File: src/rtl/cas_pkg.sv
// Shared constants for the timeslot-16 signaling inserter.
// Assumes the standard E1 layout: 4-bit ABCD codes, 16-frame multiframe.
package cas_pkg;
    localparam int          NIB_W    = 4;
    localparam int          BYTE_W   = 8;
    localparam logic [3:0]  ALIGN_NIB = 4'b0000;  // multiframe alignment word
    localparam logic [3:0]  IDLE_NIB  = 4'b1101;  // substitute for blocked/zero codes
    localparam logic [7:0]  ALL_ONES  = 8'hFF;    // alarm fill pattern
endpackage

File: src/rtl/cas_mf_counter.sv
// Multiframe position counter.
// Advances once per frame_sync, wraps at MF_LEN-1, resync wins and forces 0.
// Assumes frame_sync is a single-cycle strobe.
module cas_mf_counter #(
    parameter int MF_LEN = 16,
    localparam int MF_W  = $clog2(MF_LEN)
) (
    input  logic            clk,
    input  logic            rst_n,
    input  logic            frame_sync,
    input  logic            mf_resync,
    output logic [MF_W-1:0] mf_q
);
    localparam logic [MF_W-1:0] LAST = MF_W'(MF_LEN - 1);

    // Track the basic-frame number inside the multiframe.
    always_ff @(posedge clk) begin
        if (!rst_n) begin
            mf_q <= '0;
        end else if (mf_resync) begin
            mf_q <= '0;
        end else if (frame_sync) begin
            mf_q <= (mf_q == LAST) ? '0 : mf_q + 1'b1;
        end
    end

    p_advance_r1: assert property (@(posedge clk) disable iff (!rst_n)
        (frame_sync && !mf_resync && mf_q != LAST) |=> (mf_q == $past(mf_q) + 1'b1));
    p_wrap_r1: assert property (@(posedge clk) disable iff (!rst_n)
        (frame_sync && !mf_resync && mf_q == LAST) |=> (mf_q == '0));
    p_hold_r1: assert property (@(posedge clk) disable iff (!rst_n)
        (!frame_sync && !mf_resync) |=> $stable(mf_q));
    p_resync_r2: assert property (@(posedge clk) disable iff (!rst_n)
        mf_resync |=> (mf_q == '0));
endmodule

File: src/rtl/cas_nibble_sel.sv
// Per-channel signaling code selection.
// Picks register or serial bank, then replaces blocked or all-zero codes
// with the idle code so the alignment word can never be mimicked.
// Purely combinational; clk/rst_n serve only the embedded checks.
module cas_nibble_sel
    import cas_pkg::*;
#(
    parameter int N_CH = 30
) (
    input  logic                        clk,
    input  logic                        rst_n,
    input  logic                        src_sel,
    input  logic [N_CH-1:0]             clear_chan,
    input  logic [N_CH*NIB_W-1:0]       reg_sig,
    input  logic [N_CH*NIB_W-1:0]       ser_sig,
    output logic [N_CH-1:0][NIB_W-1:0]  nib_out
);
    for (genvar c = 0; c < N_CH; c++) begin : g_ch
        logic [NIB_W-1:0] raw;

        // Source select, then clear-channel / zero-code substitution.
        always_comb begin
            raw = src_sel ? ser_sig[c*NIB_W +: NIB_W] : reg_sig[c*NIB_W +: NIB_W];
            if (clear_chan[c] || raw == ALIGN_NIB) begin
                nib_out[c] = IDLE_NIB;
            end else begin
                nib_out[c] = raw;
            end
        end

        p_no_zero_r7: assert property (@(posedge clk) disable iff (!rst_n)
            nib_out[c] != ALIGN_NIB);
        p_clear_idle_r6: assert property (@(posedge clk) disable iff (!rst_n)
            clear_chan[c] |-> (nib_out[c] == IDLE_NIB));
    end
endmodule

File: src/rtl/cas_ts16_builder.sv
// Builds and registers the timeslot-16 byte for the current frame.
// Frame 0: alignment word plus spare/Y bits; frame n: channel n and n+15 codes.
// Assumes N_CH == 2*(MF_LEN-1).
module cas_ts16_builder
    import cas_pkg::*;
#(
    parameter int N_CH   = 30,
    parameter int MF_LEN = 16,
    localparam int MF_W  = $clog2(MF_LEN),
    localparam int PAIRS = N_CH / 2
) (
    input  logic                        clk,
    input  logic                        rst_n,
    input  logic [MF_W-1:0]             mf_q,
    input  logic                        rx_mf_locked,
    input  logic                        ais_ts16,
    input  logic [N_CH-1:0][NIB_W-1:0]  nib,
    output logic [BYTE_W-1:0]           byte_q
);
    logic [BYTE_W-1:0] byte_d;

    // Compose the byte for the current multiframe position.
    always_comb begin
        byte_d = {ALIGN_NIB, 1'b1, ~rx_mf_locked, 2'b11};
        for (int f = 1; f < MF_LEN; f++) begin
            if (mf_q == MF_W'(f)) begin
                byte_d = {nib[f-1], nib[f-1+PAIRS]};
            end
        end
        if (ais_ts16) begin
            byte_d = ALL_ONES;
        end
    end

    // Register the byte toward the line.
    always_ff @(posedge clk) begin
        if (!rst_n) begin
            byte_q <= ALL_ONES;
        end else begin
            byte_q <= byte_d;
        end
    end

    p_ais_fill_r8: assert property (@(posedge clk) disable iff (!rst_n)
        ais_ts16 |=> (byte_q == ALL_ONES));
    p_align_word_r3: assert property (@(posedge clk) disable iff (!rst_n)
        (!ais_ts16 && mf_q == '0) |=> (byte_q[7:4] == ALIGN_NIB && byte_q[2] == !$past(rx_mf_locked)));
    p_no_mimic_r7: assert property (@(posedge clk) disable iff (!rst_n)
        (!ais_ts16 && mf_q != '0) |=> (byte_q[7:4] != ALIGN_NIB && byte_q[3:0] != ALIGN_NIB));
endmodule

File: src/rtl/cas_ts16_inserter.sv
// Top of the E1 CAS timeslot-16 transmit inserter.
// Ties together multiframe counter, code selection and byte builder, and
// flags the timeslot-16 slot from the framer's timeslot counter.
module cas_ts16_inserter
    import cas_pkg::*;
#(
    parameter int N_CH   = 30,
    parameter int MF_LEN = 16,
    parameter int TS_W   = 5,
    parameter int SIG_TS = 16,
    localparam int MF_W  = $clog2(MF_LEN)
) (
    input  logic                  clk,
    input  logic                  rst_n,
    input  logic                  frame_sync,
    input  logic                  mf_resync,
    input  logic [TS_W-1:0]       ts_index,
    input  logic                  rx_mf_locked,
    input  logic                  src_sel,
    input  logic                  ais_ts16,
    input  logic [N_CH-1:0]       clear_chan,
    input  logic [N_CH*NIB_W-1:0] reg_sig,
    input  logic [N_CH*NIB_W-1:0] ser_sig,
    output logic [BYTE_W-1:0]     ts16_byte,
    output logic                  ts16_valid,
    output logic [MF_W-1:0]       mf_frame
);
    logic [N_CH-1:0][NIB_W-1:0] nib;

    cas_mf_counter #(.MF_LEN(MF_LEN)) u_cnt (
        .clk(clk), .rst_n(rst_n), .frame_sync(frame_sync),
        .mf_resync(mf_resync), .mf_q(mf_frame)
    );

    cas_nibble_sel #(.N_CH(N_CH)) u_sel (
        .clk(clk), .rst_n(rst_n), .src_sel(src_sel), .clear_chan(clear_chan),
        .reg_sig(reg_sig), .ser_sig(ser_sig), .nib_out(nib)
    );

    cas_ts16_builder #(.N_CH(N_CH), .MF_LEN(MF_LEN)) u_bld (
        .clk(clk), .rst_n(rst_n), .mf_q(mf_frame), .rx_mf_locked(rx_mf_locked),
        .ais_ts16(ais_ts16), .nib(nib), .byte_q(ts16_byte)
    );

    // Mark the timeslot-16 slot one cycle after the framer reaches it.
    always_ff @(posedge clk) begin
        if (!rst_n) begin
            ts16_valid <= 1'b0;
        end else begin
            ts16_valid <= (ts_index == TS_W'(SIG_TS));
        end
    end

    p_valid_rise_r9: assert property (@(posedge clk) disable iff (!rst_n)
        (ts_index == TS_W'(SIG_TS)) |=> ts16_valid);
    p_valid_low_r9: assert property (@(posedge clk) disable iff (!rst_n)
        (ts_index != TS_W'(SIG_TS)) |=> !ts16_valid);
endmodule

File: config.mk
export PLATFORM = sky130hd
export DESIGN_NAME = cas_ts16_inserter
export DESIGN_NICKNAME = d
export VERILOG_FILES = /design/src/rtl/cas_pkg.sv /design/src/rtl/cas_mf_counter.sv /design/src/rtl/cas_nibble_sel.sv /design/src/rtl/cas_ts16_builder.sv /design/src/rtl/cas_ts16_inserter.sv
export SDC_FILE = /design/constraint.sdc
export NUM_CORES = 1
export LEC_CHECK = 0
export CORE_MARGIN = 2
export CORE_UTILIZATION = 25
export CTS_CLUSTER_DIAMETER = 120
export CTS_CLUSTER_SIZE = 40
export DETAILED_ROUTE_END_ITERATION = 10
export PLACE_DENSITY_LB_ADDON = 0.25
export SYNTH_ARGS = -nofsm -noshare
export SYNTH_HDL_FRONTEND = slang
export SYNTH_SLANG_ARGS = --single-unit
File: constraint.sdc
create_clock -name clk -period 2.4 [get_ports clk]
set_input_delay 0.24 -clock clk [delete_from_list [all_inputs] [get_ports clk]]
set_output_delay 0.24 -clock clk [all_outputs]
set_load 0.005 [all_outputs]
==> flow_metrics.tcl <==
set metrics [dict create \
    outcome "finished, final reports clean" \
    crit_chain "inv_2 -> ha_4 -> or3b_4 -> or3_4 -> o2bb2ai_2 -> o211ai_1 -> a31oi_2 -> o211ai_1 -> a2111o_1" \
    layout-drive-gt1-share_pct 12.5 \
    ys.flop_type "dfxtp_1" \
    drt-initial-drc-count 273 \
    path_class "flip-flop to flip-flop" \
    ff2ff_path_depth 9 \
    die-area_sq_um 18000 \
    ys.warnings.count 0 \
    cp.required_ns 2.54 \
    routed-via-count 6250 \
    placed_cells 1151 \
    startpoint_type "flip-flop" \
    setup_ws_ns 0.0702 \
    cap_violations 0 \
    cp_max_fo 3 \
    wire_per_inst_um 19.0 \
    period_share_pct 97.1 \
    worst-path-buf-inv 1 \
    path_clk_slew_ns 0.05 \
    drv_slew 0 \
    synth_cell_type_count 65 \
    hold_viol 0 \
    io_buffers 294 \
    finalPower_mw 1.54 \
    cpMostUsedCell "o211ai_1" \
    dp_slack_ns -0.0481 \
    pwr_density_cell_nw_per_um2 192 \
    vdd_ir_drop_max_uv 158 \
    initial_core_util_pct 25.6 \
    hold_depth 2 \
    clkLatencyLatePin_ns 0.25 \
    rows 47 \
    grt_max_degree 30 \
    critPathTopFamily "compound AO/OA/AOI/OAI gates" \
    ios 295 \
    yosysSeqAreaShare_pct 6.14 \
    fmax_mhz 429 \
    grt_pass1_wl_mm 33.1 \
    placedInstanceArea_sq_um 7830 \
    syn_to_final_growth_pct 89.5 \
    grt_pass1_vias 6334 \
    clockRootBuffer "clkbuf_16" \
    cts.sink_count 13 \
    arrival_ns 2.47 \
    hold_class "input port to flip-flop" \
    r2r_slack_ns 0.07 \
    r2r-start "u_cnt.mf_q[0]" \
    fin_crit_ns 2.33 \
    fin_skew_ns 0.00103 \
    antenna_found_initial 0 \
    nNetsFinal 1226 \
    synth_area_leaders "mux2i_1 19%, dfxtp_1 6.1%, nor4_1 5.6%, nor3_1 5.2%, a21oi_1 4.6%" \
    tightest_slew_ns 0.575 \
    cts_inserted_buffers 3 \
    cts_max_path_buffers 2 \
    drtPass1Iterations 4 \
    timing.hold.ws_ns 0.564 \
    grt-ovfl-total 0 \
    netlist_instances 607 \
    synth_top_area_share_pct 18.9 \
    slew_headroom_pct 61.3 \
    r2r-end "u_bld.byte_q[2]" \
    syn_area_sq_um 4240 \
    core_area_sq_um 16600 \
    wirelength_mm 22.1 \
    synth-edff-count 0 \
    insertedDiodeCount 0 \
    cts_tree "built" \
    die_h_um 134 \
    endpoint_kind "flip-flop" \
    postLayoutCoreUtil_pct 48.4 \
    gp_congestion 0.895 \
    final_antenna_net_count 0 \
    drc 0 \
    viasPerCell 5.39 \
    stdcell_count 1159 \
    grt_usage_pct 23.2 \
    cpPeakStageDelay_ns 0.37 \
    holdCritStartpoint "ts_index[4]" \
    leakage_nw 2.98 \
    die_w_um 134 \
    synthArstFlopShare_pct 0 \
    hold_path_end "ts16_valid" \
    syn_nets 893 \
    htree_levels 1 \
    avgSynthCellArea_sq_um 6.98 \
    hpwl_mm 19.0 \
    crit_path_top_delay_cell "or3b_4" \
    cts_hold_repair.buffers 0 \
    yosysTopAreaCell "mux2i_1" \
    rsz0062_at_grt "yes" \
    finalSetupTns_ns 0 \
    setup_violations 0 \
    fin_area_sq_um 8030 \
    synth_seq_cells 13 \
]
==> state kept, by name (all words and copies together) (netlist names) <==
name and cells:
ts16_valid 1, u_bld.byte_q 8, u_cnt.mf_q 4
==> cell usage in the layout, fill, tap and decap left out, types with 3 or more instances in the layout <==
master / instances
a2111oi_2: 3
a211oi_1: 15
a21o_1: 3
a21oi_1: 39
a22o_1: 3
a22oi_1: 3
a31oi_1: 20
and2_1: 5
and3_1: 7
buf_12: 5
buf_4: 68
clkbuf_16: 3
clkdlybuf4s50_1: 293
dfxtp_1: 11
inv_1: 3
mux2_2: 15
mux2i_1: 80
nand2_1: 24
nand2b_1: 7
nand3_1: 15
nand3b_1: 6
nand4_1: 8
nor2_1: 45
nor2b_1: 17
nor3_1: 42
nor3b_1: 8
nor4_1: 37
nor4b_1: 8
o211ai_1: 12
o21a_1: 4
o21ai_0: 33
o21ai_1: 11
o31ai_1: 8
o32a_1: 4
o41ai_1: 3
or3_1: 4
or4_1: 14
==> worst register-to-register path, stage by stage, from the launching register on <==
cell and delay [ns]:
dfxtp_2 0.33, inv_2 0.07, ha_4 0.13, or3b_4 0.37, or3_4 0.34, o2bb2ai_2 0.11, o211ai_1 0.13, a31oi_2 0.22
o211ai_1 0.14, a2111o_1 0.37
==> worst max-delay path by stage <==
stage,from,endpoint,depth (start not counted)
final,u_cnt.mf_q[0],u_bld.byte_q[2],9
after global routing,u_cnt.mf_q[0],u_bld.byte_q[2],10
after detailed placement,u_cnt.mf_q[1],u_bld.byte_q[3],9
after global placement,u_cnt.mf_q[0],u_bld.byte_q[3],10
after floorplan,u_cnt.mf_q[0],u_bld.byte_q[2],9
after CTS,u_cnt.mf_q[0],u_bld.byte_q[2],9
==> final cells by class <==
class	instances	area, sq um
Clock inverter	1	5.00
Inverter	4	15.0
Multi-Input combinational cell	551	3840
Clock buffer	3	75.1
Tap cell	220	275
Sequential cell	13	263
Timing Repair Buffer	367	3550
Fill cell	1681	8550
==> synth_stat cells, types with 14 or more instances <==
| library cell | n |
|---|---|
| nand2_1 | 24 |
| o21ai_0 | 34 |
| nor2b_1 | 18 |
| nor2_1 | 47 |
| buf_2 | 17 |
| a211oi_1 | 16 |
| nor4_1 | 38 |
| or4_1 | 14 |
| nor3_1 | 44 |
| nand3_1 | 15 |
| mux2_2 | 15 |
| a21oi_1 | 39 |
| a31oi_1 | 21 |
| mux2i_1 | 80 |
==> power breakdown <==
part           internal [mW]  switching (mW)
logic                  0.617           0.354
clock network          0.223           0.119
registers              0.223         0.00378
total                   1.06           0.477
==> cells by family (layout without fill, tap and decap cells) <==
logic type,Yosys count,count (layout),synth area share [%]
AO/OA/AOI/OAI,186,186,28.7
XOR/XNOR,1,1,0.207
adder cells (fa/ha/maj),4,4,1.18
buffers and inverters,43,375,5.28
flip-flops,13,13,6.14
multiplexers,96,96,23.1
AND/OR/NAND/NOR,264,264,35.3
==> routing by layer <==
layer  GRT usage, %  vias up  routed length, um  part of all wire [%]
met5              0        -                  0                     0
met4           4.39        0                317                   1.4
met3           4.35       20               1720                   7.8
met2           43.3      263              11000                    50
met1           27.6     2858               9000                    41
li1               -     3109                  -                     -
==> what timing repair did <==
item / 4_1_cts / 5_1_grt
resized for setup: 4 / 23
setup endpoints to repair: 2 / 8
buffers inserted: 0 / 4
pin swaps: 2 / 8
Power figures use the tool's default switching activity.
